<file path="src/rtl/stlf_pkg.sv">
// Package: shared operation and outcome encodings for the forwarding search.
// Assumes a 64-bit store data path; the operation codes are fixed by the queue.
package stlf_pkg;

    localparam int DW = 64;

    typedef enum logic [3:0] {
        OP_BU = 4'd0,
        OP_BS = 4'd1,
        OP_HU = 4'd2,
        OP_HS = 4'd3,
        OP_WU = 4'd4,
        OP_WS = 4'd5,
        OP_SF = 4'd6,
        OP_DI = 4'd7,
        OP_DF = 4'd8,
        OP_SB = 4'd9
    } mem_op_e;

    typedef enum logic [1:0] {
        DEC_HOLD  = 2'd0,
        DEC_ISSUE = 2'd1,
        DEC_STALL = 2'd2,
        DEC_FWD   = 2'd3
    } dec_e;

    function automatic logic [DW-1:0] sext8(input logic [7:0] v);
        return {{(DW-8){v[7]}}, v};
    endfunction

    function automatic logic [DW-1:0] sext16(input logic [15:0] v);
        return {{(DW-16){v[15]}}, v};
    endfunction

    function automatic logic [DW-1:0] sext32(input logic [31:0] v);
        return {{(DW-32){v[31]}}, v};
    endfunction

endpackage

</file>
<file path="src/rtl/stlf_overlap.sv">
// Module: stlf_overlap
// Decides whether two byte ranges share at least one byte.
// Assumes each end address is not below its start address (inclusive ranges).
module stlf_overlap #(
    parameter int AW = 32
) (
    input  logic [AW-1:0] a_start,
    input  logic [AW-1:0] a_end,
    input  logic [AW-1:0] b_start,
    input  logic [AW-1:0] b_end,
    output logic          hit
);

    logic a_end_in_b;
    logic b_end_in_a;

    // Check whether either range's last byte falls inside the other range.
    always_comb begin
        b_end_in_a = (a_end >= b_end) && (b_end >= a_start);
        a_end_in_b = (b_end >= a_end) && (a_end >= b_start);
        hit        = a_end_in_b || b_end_in_a;
    end

endmodule

</file>
<file path="src/rtl/stlf_match.sv">
// Module: stlf_match
// Type compatibility check between one older store and the requesting load.
// Produces the forwarded value, already extended to 64 bits.
// Assumes the caller has already found that the two accesses overlap.
module stlf_match #(
    parameter int AW = 32
) (
    input  logic [3:0]           st_op,
    input  logic [AW-1:0]        st_addr,
    input  logic [stlf_pkg::DW-1:0] st_data,
    input  logic [3:0]           ld_op,
    input  logic [AW-1:0]        ld_addr,
    output logic                 ok,
    output logic [stlf_pkg::DW-1:0] val
);
    import stlf_pkg::*;

    logic    same;
    logic    second_word;
    mem_op_e sop;
    mem_op_e lop;

    // Decode both operation codes and compare the addresses.
    always_comb begin
        sop         = mem_op_e'(st_op);
        lop         = mem_op_e'(ld_op);
        same        = (st_addr == ld_addr);
        second_word = (ld_addr == st_addr + AW'(4));
    end

    // Select the forwarded value from the store type and the load type.
    always_comb begin
        ok  = 1'b0;
        val = '0;
        unique case (sop)
            OP_BU, OP_BS: begin
                if (same && (lop == OP_BU || lop == OP_BS)) begin
                    ok  = 1'b1;
                    val = (lop == OP_BS) ? sext8(st_data[7:0])
                                         : {{(DW-8){1'b0}}, st_data[7:0]};
                end
            end
            OP_HU, OP_HS: begin
                if (same && (lop == OP_HU || lop == OP_HS)) begin
                    ok  = 1'b1;
                    val = (lop == OP_HS) ? sext16(st_data[15:0])
                                         : {{(DW-16){1'b0}}, st_data[15:0]};
                end
            end
            OP_WU, OP_WS, OP_SF: begin
                if (same && (lop == OP_WU || lop == OP_WS || lop == OP_SF)) begin
                    ok  = 1'b1;
                    val = (lop == OP_WS) ? sext32(st_data[31:0])
                                         : {{(DW-32){1'b0}}, st_data[31:0]};
                end
            end
            OP_DI: begin
                if (same && lop == OP_DI) begin
                    ok  = 1'b1;
                    val = st_data;
                end
            end
            OP_DF: begin
                if (same && lop == OP_DF) begin
                    ok  = 1'b1;
                    val = st_data;
                end else if (lop == OP_WU && same) begin
                    ok  = 1'b1;
                    val = {{(DW-32){1'b0}}, st_data[63:32]};
                end else if (lop == OP_WU && second_word) begin
                    ok  = 1'b1;
                    val = {{(DW-32){1'b0}}, st_data[31:0]};
                end
            end
            OP_SB: begin
                if (same && lop == OP_BU) begin
                    ok  = 1'b1;
                    val = DW'(255);
                end
            end
            default: begin
                ok  = 1'b0;
                val = '0;
            end
        endcase
    end

endmodule

</file>
<file path="src/rtl/stlf_scan.sv">
// Module: stlf_scan
// Priority search from slot 0 (youngest older entry) toward slot DEPTH-1.
// Skips loads and invalid slots, notes stores whose address is unknown,
// and stops at the first overlapping store with a known address.
module stlf_scan #(
    parameter int DEPTH = 8,
    localparam int IW   = (DEPTH > 1) ? $clog2(DEPTH) : 1
) (
    input  logic [DEPTH-1:0] vld,
    input  logic [DEPTH-1:0] store,
    input  logic [DEPTH-1:0] addr_rdy,
    input  logic [DEPTH-1:0] ovl,
    output logic             hit,
    output logic [IW-1:0]    hit_idx,
    output logic             spec
);

    // Walk the slots in age order and stop at the first deciding store.
    always_comb begin
        hit     = 1'b0;
        hit_idx = '0;
        spec    = 1'b0;
        for (int i = 0; i < DEPTH; i++) begin
            if (!hit && vld[i] && store[i]) begin
                if (!addr_rdy[i]) begin
                    spec = 1'b1;
                end else if (ovl[i]) begin
                    hit     = 1'b1;
                    hit_idx = IW'(i);
                end
            end
        end
    end

endmodule

</file>
<file path="src/rtl/stlf_unit.sv">
// Module: stlf_unit (top)
// Store-to-load forwarding search: finds the first overlapping older store,
// then forwards, stalls, issues or holds the load, and registers the outcome.
// Assumes the queue contents are stable during a request cycle.
module stlf_unit #(
    parameter int DEPTH = 8,
    parameter int AW    = 32,
    parameter int TW    = 8
) (
    input  logic                 clk,
    input  logic                 rst_n,
    input  logic                 ld_req,
    input  logic [3:0]           ld_op,
    input  logic [AW-1:0]        ld_addr,
    input  logic [AW-1:0]        ld_end,
    input  logic                 cq_full,
    input  logic [DEPTH-1:0]     ent_vld,
    input  logic [DEPTH-1:0]     ent_store,
    input  logic [DEPTH-1:0]     ent_addr_rdy,
    input  logic [DEPTH-1:0]     ent_data_rdy,
    input  logic [DEPTH*4-1:0]   ent_op,
    input  logic [DEPTH*AW-1:0]  ent_addr,
    input  logic [DEPTH*AW-1:0]  ent_end,
    input  logic [DEPTH*64-1:0]  ent_data,
    input  logic [DEPTH*TW-1:0]  ent_tag,
    output logic                 dec_vld,
    output logic [1:0]           dec_kind,
    output logic [63:0]          fwd_data,
    output logic [TW-1:0]        fwd_tag,
    output logic                 spec,
    output logic                 partial,
    output logic                 fwd_done
);
    import stlf_pkg::*;

    localparam int IW = (DEPTH > 1) ? $clog2(DEPTH) : 1;

    logic [DEPTH-1:0] ovl;
    logic [DEPTH-1:0] m_ok;
    logic [DW-1:0]    m_val [DEPTH];
    logic [TW-1:0]    tag_a [DEPTH];

    logic          s_hit;
    logic [IW-1:0] s_idx;
    logic          s_spec;

    dec_e          nx_kind;
    logic [DW-1:0] nx_data;
    logic [TW-1:0] nx_tag;
    logic          nx_partial;
    logic          nx_spec;

    // One overlap test and one type matcher per queue slot.
    for (genvar g = 0; g < DEPTH; g++) begin : g_slot
        stlf_overlap #(.AW(AW)) u_ovl (
            .a_start (ent_addr[g*AW +: AW]),
            .a_end   (ent_end[g*AW +: AW]),
            .b_start (ld_addr),
            .b_end   (ld_end),
            .hit     (ovl[g])
        );

        stlf_match #(.AW(AW)) u_match (
            .st_op   (ent_op[g*4 +: 4]),
            .st_addr (ent_addr[g*AW +: AW]),
            .st_data (ent_data[g*DW +: DW]),
            .ld_op   (ld_op),
            .ld_addr (ld_addr),
            .ok      (m_ok[g]),
            .val     (m_val[g])
        );

        assign tag_a[g] = ent_tag[g*TW +: TW];
    end

    stlf_scan #(.DEPTH(DEPTH)) u_scan (
        .vld      (ent_vld),
        .store    (ent_store),
        .addr_rdy (ent_addr_rdy),
        .ovl      (ovl),
        .hit      (s_hit),
        .hit_idx  (s_idx),
        .spec     (s_spec)
    );

    // Turn the search result and the queue-full state into an outcome.
    always_comb begin
        nx_kind    = DEC_HOLD;
        nx_data    = '0;
        nx_tag     = '0;
        nx_partial = 1'b0;
        if (s_hit) begin
            nx_tag = tag_a[s_idx];
            if (ent_data_rdy[s_idx] && m_ok[s_idx]) begin
                nx_kind = DEC_FWD;
                nx_data = m_val[s_idx];
            end else begin
                nx_kind    = DEC_STALL;
                nx_partial = 1'b1;
            end
        end else if (!cq_full) begin
            nx_kind = DEC_ISSUE;
        end
        nx_spec = s_spec && (nx_kind == DEC_ISSUE || nx_kind == DEC_FWD);
    end

    // Register the outcome; cleared by reset or when no load asks to issue.
    always_ff @(posedge clk) begin
        if (!rst_n || !ld_req) begin
            dec_vld  <= 1'b0;
            dec_kind <= DEC_HOLD;
            fwd_data <= '0;
            fwd_tag  <= '0;
            spec     <= 1'b0;
            partial  <= 1'b0;
        end else begin
            dec_vld  <= 1'b1;
            dec_kind <= nx_kind;
            fwd_data <= nx_data;
            fwd_tag  <= nx_tag;
            spec     <= nx_spec;
            partial  <= nx_partial;
        end
    end

    // Report completion of a forwarded load one cycle after its outcome.
    always_ff @(posedge clk) begin
        if (!rst_n) begin
            fwd_done <= 1'b0;
        end else begin
            fwd_done <= dec_vld && (dec_kind == DEC_FWD);
        end
    end

endmodule

</file>
<file path="config.mk">
export PLATFORM = sky130hd
export DESIGN_NAME = stlf_unit
export DESIGN_NICKNAME = d
export VERILOG_FILES = /design/src/rtl/stlf_pkg.sv /design/src/rtl/stlf_overlap.sv /design/src/rtl/stlf_match.sv /design/src/rtl/stlf_scan.sv /design/src/rtl/stlf_unit.sv
export SDC_FILE = /design/constraint.sdc
export NUM_CORES = 2
export LEC_CHECK = 0
export CAP_MARGIN = 40
export CORE_AREA = 2 2 513 515
export CTS_BUF_LIST = sky130_fd_sc_hd__clkbuf_16
export CTS_CLUSTER_DIAMETER = 60
export DETAILED_ROUTE_END_ITERATION = 8
export DIE_AREA = 0 0 515 517
export GPL_TIMING_DRIVEN = 0
export PLACE_DENSITY = 0.48
export SLEW_MARGIN = 20
export SYNTH_ARGS = -nofsm -noshare
export SYNTH_HDL_FRONTEND = slang
export SYNTH_HIERARCHICAL = 1
export SYNTH_SLANG_ARGS = --single-unit
</file>
<file path="constraint.sdc">
create_clock -name clk -period 5.2 [get_ports clk]
set_input_delay 1.04 -clock clk [delete_from_list [all_inputs] [get_ports clk]]
set_output_delay 1.04 -clock clk [all_outputs]
set_load 0.01 [all_outputs]
</file>
==> metrics.md <==
| Metric | Value |
|---|---|
| Compound-cell area share of the yosys netlist | `25.6%` |
| DRT Pass-1 Iters | `8` |
| Die Wd | `515 microns` |
| H-tree levels | `3` |
| Dpl cell area | `64300 sq um` |
| Leakage | `31.1 nW` |
| Initial antenna violation count | `132` |
| Clock power frac | `10.3%` |
| Synthesized cell area | `45600 sq um` |
| Setup slack, reg-to-reg | `4.43 ns` |
| Power per cell area | `99.6 nW/um^2` |
| Worst slew pin tran | `0.931 ns` |
| Root buf cell | `clkbuf_16` |
| Mean post-synth cell area | `7.68 sq um` |
| IO Port Bufs | `1301` |
| Layout Skew | `0.000446 ns` |
| CTS tree | `yes` |
| Syn_nets | `7937` |
| Total power | `6.83 mW` |
| Fmax | `162 MHz` |
| Worst path most repeated cell | `buf_12` |
| Critical Path Sink Type | `flip-flop` |
| Post-synthesis simple-gate area fraction | `23.8%` |
| CP max-delay cell | `clkdlybuf4s50_1` |
| Iter 0 DRT Violations | `5574` |
| GR Util All Layers | `28.1%` |
| Avg Vias per Cell | `5.28` |
| HPWL Detailed | `333000 microns` |
| Mux cell area share after synthesis | `9.04%` |
| Die Ht | `517 microns` |
| Crit Path Max Fanout | `7` |
| Core area | `261000 sq um` |
| Initial core utilization | `17.5%` |
| Vias post-DR | `58.0k` |
| Final cell count without fillers | `11.0k` |
| Placed Instances | `10.7k` |
| EDFF count, synth | `0` |
| Post-DR wirelength/cell | `35.9 microns` |
| Post-synthesis xor/xnor area fraction | `7.37%` |
| Peak supply drop | `0.190 mV` |
| First-pass GRT wire length | `508000 microns` |
| Post-synth top area share | `21.3%` |
| Worst-path clk slew | `0.07 ns` |
| MaxCap Viol Count | `0` |
| Kind of critical path | `in -> reg` |
| Routed wire length | `394000 microns` |
| Vias in the first global route | `57.1k` |
| Setup-failing EPs final | `75` |
| Setup TNS Final | `-57.43 ns` |
| Psw | `3.52 mW` |
| Worst-Skew Late Latency | `0.39 ns` |
| Post-route ant nets | `0` |
| Critical Path AT | `6.44 ns` |
| Max Root-Sink Buffers | `2` |
| Setup WS pre-CTS | `-3.65 ns` |
| Fin worst setup slack | `-0.960 ns` |
| Critical Path Max Stage Delay | `0.64 ns` |
| Ys flop type | `dfxtp_1` |
| Combinational power share | `80.8%` |
| Async SR Flop Fraction | `0%` |
| Max-slew violations | `0` |
| Post-Synth Adder-Cell Area | `21.3%` |
| RD Place Congestion | `1.06` |
| Seq pwr share | `8.9%` |
| I/O pins | `1302` |
| Drc violations | `0` |
| Synth Instances | `5937` |
| Yosys warnings | `6` |
| Int Pwr | `3.31 mW` |
| RSZ-0062 raised after global routing | `true` |
| Hold crit path type | `reg -> reg` |
| Num CTS Buffers | `9` |
| Leading cell type in the layout, fill and taps excluded | `clkdlybuf4s50_1` |
| Share of cells above drive strength 1 | `14.1%` |
| FF+latch count, synth | `78` |
| Largest net degree at the start of global routing | `57` |
| Final instance area | `68600 sq um` |
| Die footprint | `266000 sq um` |
| Fin crit period | `6.16 ns` |
| Most frequent cells in the layout | `clkdlybuf4s50_1 (1075), inv_1 (828), ha_1 (761)` |
| Yosys cell types | `88` |
| Switching Fraction | `51.6%` |
| Slew HR | `38.0%` |
| Failing checks | `negative setup slack` |
| Largest family of logic cells by synthesized area | `compound AO/OA/AOI/OAI gates` |
| Final hold slack | `0.630 ns` |
| Synth top area cells | `ha_1 (21%), mux4_2 (7.1%), inv_1 (6.9%), a21o_1 (6.0%), xor2_1 (4.9%)` |
| P&R area growth vs syn | `50.4%` |
| Sink Count | `78` |
| Period utilization | `118%` |
| Worst setup SP type | `input port` |
| Seq/Total Area, Yosys | `3.42%` |
| Hold Vio Cnt, Final | `0` |
| Status | `complete, but fails checks` |
| Row count | `188` |
| Top cell type by total area after synthesis | `ha_1` |
| Grt ovf | `0` |
| # nets final | `9470` |
| Finished Core Util | `26.3%` |
| CP required | `5.48 ns` |
state kept, by name, indices dropped and copies added (netlist names):
| name | flops |
|---|---|
| fwd_data | 64 |
| fwd_tag | 8 |
| dec_kind | 2 |
| dec_vld | 1 |
| fwd_done | 1 |
| partial | 1 |
| spec | 1 |
worst max-delay path, delay by kind of cell:
kind | cells | cell delay (ns)
adders and majority gates | 1 | 0.33
muxes | 2 | 0.79
and+or+nand+nor | 5 | 0.86
buffers and inverters | 11 | 2.02
AOI/OAI and AO/OA | 6 | 1.34
final cells by class:
| cell class | instances | area (sq um) |
|---|---|---|
| fill | 28300 | 193000 |
| timing repair buffer | 1522 | 16000 |
| clock inverter | 6 | 38.8 |
| buffer | 240 | 1630 |
| sequential | 78 | 1560 |
| multi-input combinational | 4784 | 41500 |
| antenna | 86 | 215 |
| inverter | 835 | 3150 |
| clock buffer | 9 | 225 |
| tap | 3420 | 4280 |
power by group through the flow:
stage	Sequential, mW	Combinational [mW]	Clock, mW
final	0.608	5.52	0.702
after global routing	0.608	5.83	0.726
after CTS	0.608	5.27	0.722
after detailed placement	0.622	4.96	0
after global placement	0.622	4.81	0
after floorplan	0.622	2.09	0
logic make-up after synthesis:
group                      after synthesis
xor gates and xnor gates               384
muxes                                  232
and+or+nand+nor                       1883
adders and majority gates              776
AOI/OAI and AO/OA                     1509
DFF                                     78
buffers and inverters                 1075
metal layers:
layer | part of all wire (%) | GRT usage (%) | vias up
li1 | - | - | 25400
met1 | 37 | 30.7 | 28300
met2 | 46 | 47.4 | 3280
met3 | 7.3 | 5.90 | 995
met4 | 9.5 | 21.6 | 92
met5 | 0.14 | 0 | -
worst paths after layout:
path                                endpoint  cells after the start    startpoint
worst min-delay path                fwd_done                      1   dec_kind[1]
worst max-delay path            fwd_data[28]                     25  ent_addr[11]
worst max register to register      fwd_done                      1   dec_kind[1]
worst min register to register      fwd_done                      1   dec_kind[1]
Yosys cell counts (20+ instances only):
| cell | number |
|---|---|
| a2111oi_0 | 32 |
| a211oi_1 | 25 |
| a21o_1 | 364 |
| a21oi_1 | 334 |
| a221o_1 | 152 |
| a31oi_1 | 62 |
| and3_1 | 56 |
| and4_1 | 67 |
| buf_2 | 37 |
| buf_6 | 28 |
| clkbuf_1 | 158 |
| dfxtp_1 | 78 |
| ha_1 | 776 |
| inv_1 | 835 |
| mux2i_1 | 88 |
| mux4_2 | 144 |
| nand2_1 | 579 |
| nand2b_1 | 73 |
| nand3_1 | 184 |
| nand4_1 | 200 |
| nand4b_1 | 27 |
| nor2_1 | 154 |
| nor2b_1 | 40 |
| nor3_1 | 168 |
| nor3b_1 | 32 |
| nor4_1 | 84 |
| nor4b_2 | 24 |
| o211ai_1 | 69 |
| o211ai_2 | 80 |
| o21a_1 | 20 |
| o21ai_0 | 129 |
| o21ai_1 | 20 |
| or2_2 | 24 |
| or3_1 | 24 |
| or4_1 | 21 |
| xnor2_1 | 128 |
| xor2_1 | 256 |
timing repair:
item                                   4_1_cts  5_1_grt
hold buffers                                 0        0
pin swaps                                   76       49
endpoints found under the hold margin        0        0
resized for setup                          640      144
setup endpoints to repair                   76       76
setup buffers                               71       46
gates cloned                                 4        7
Note: power is estimated with default switching activity, not from simulation.
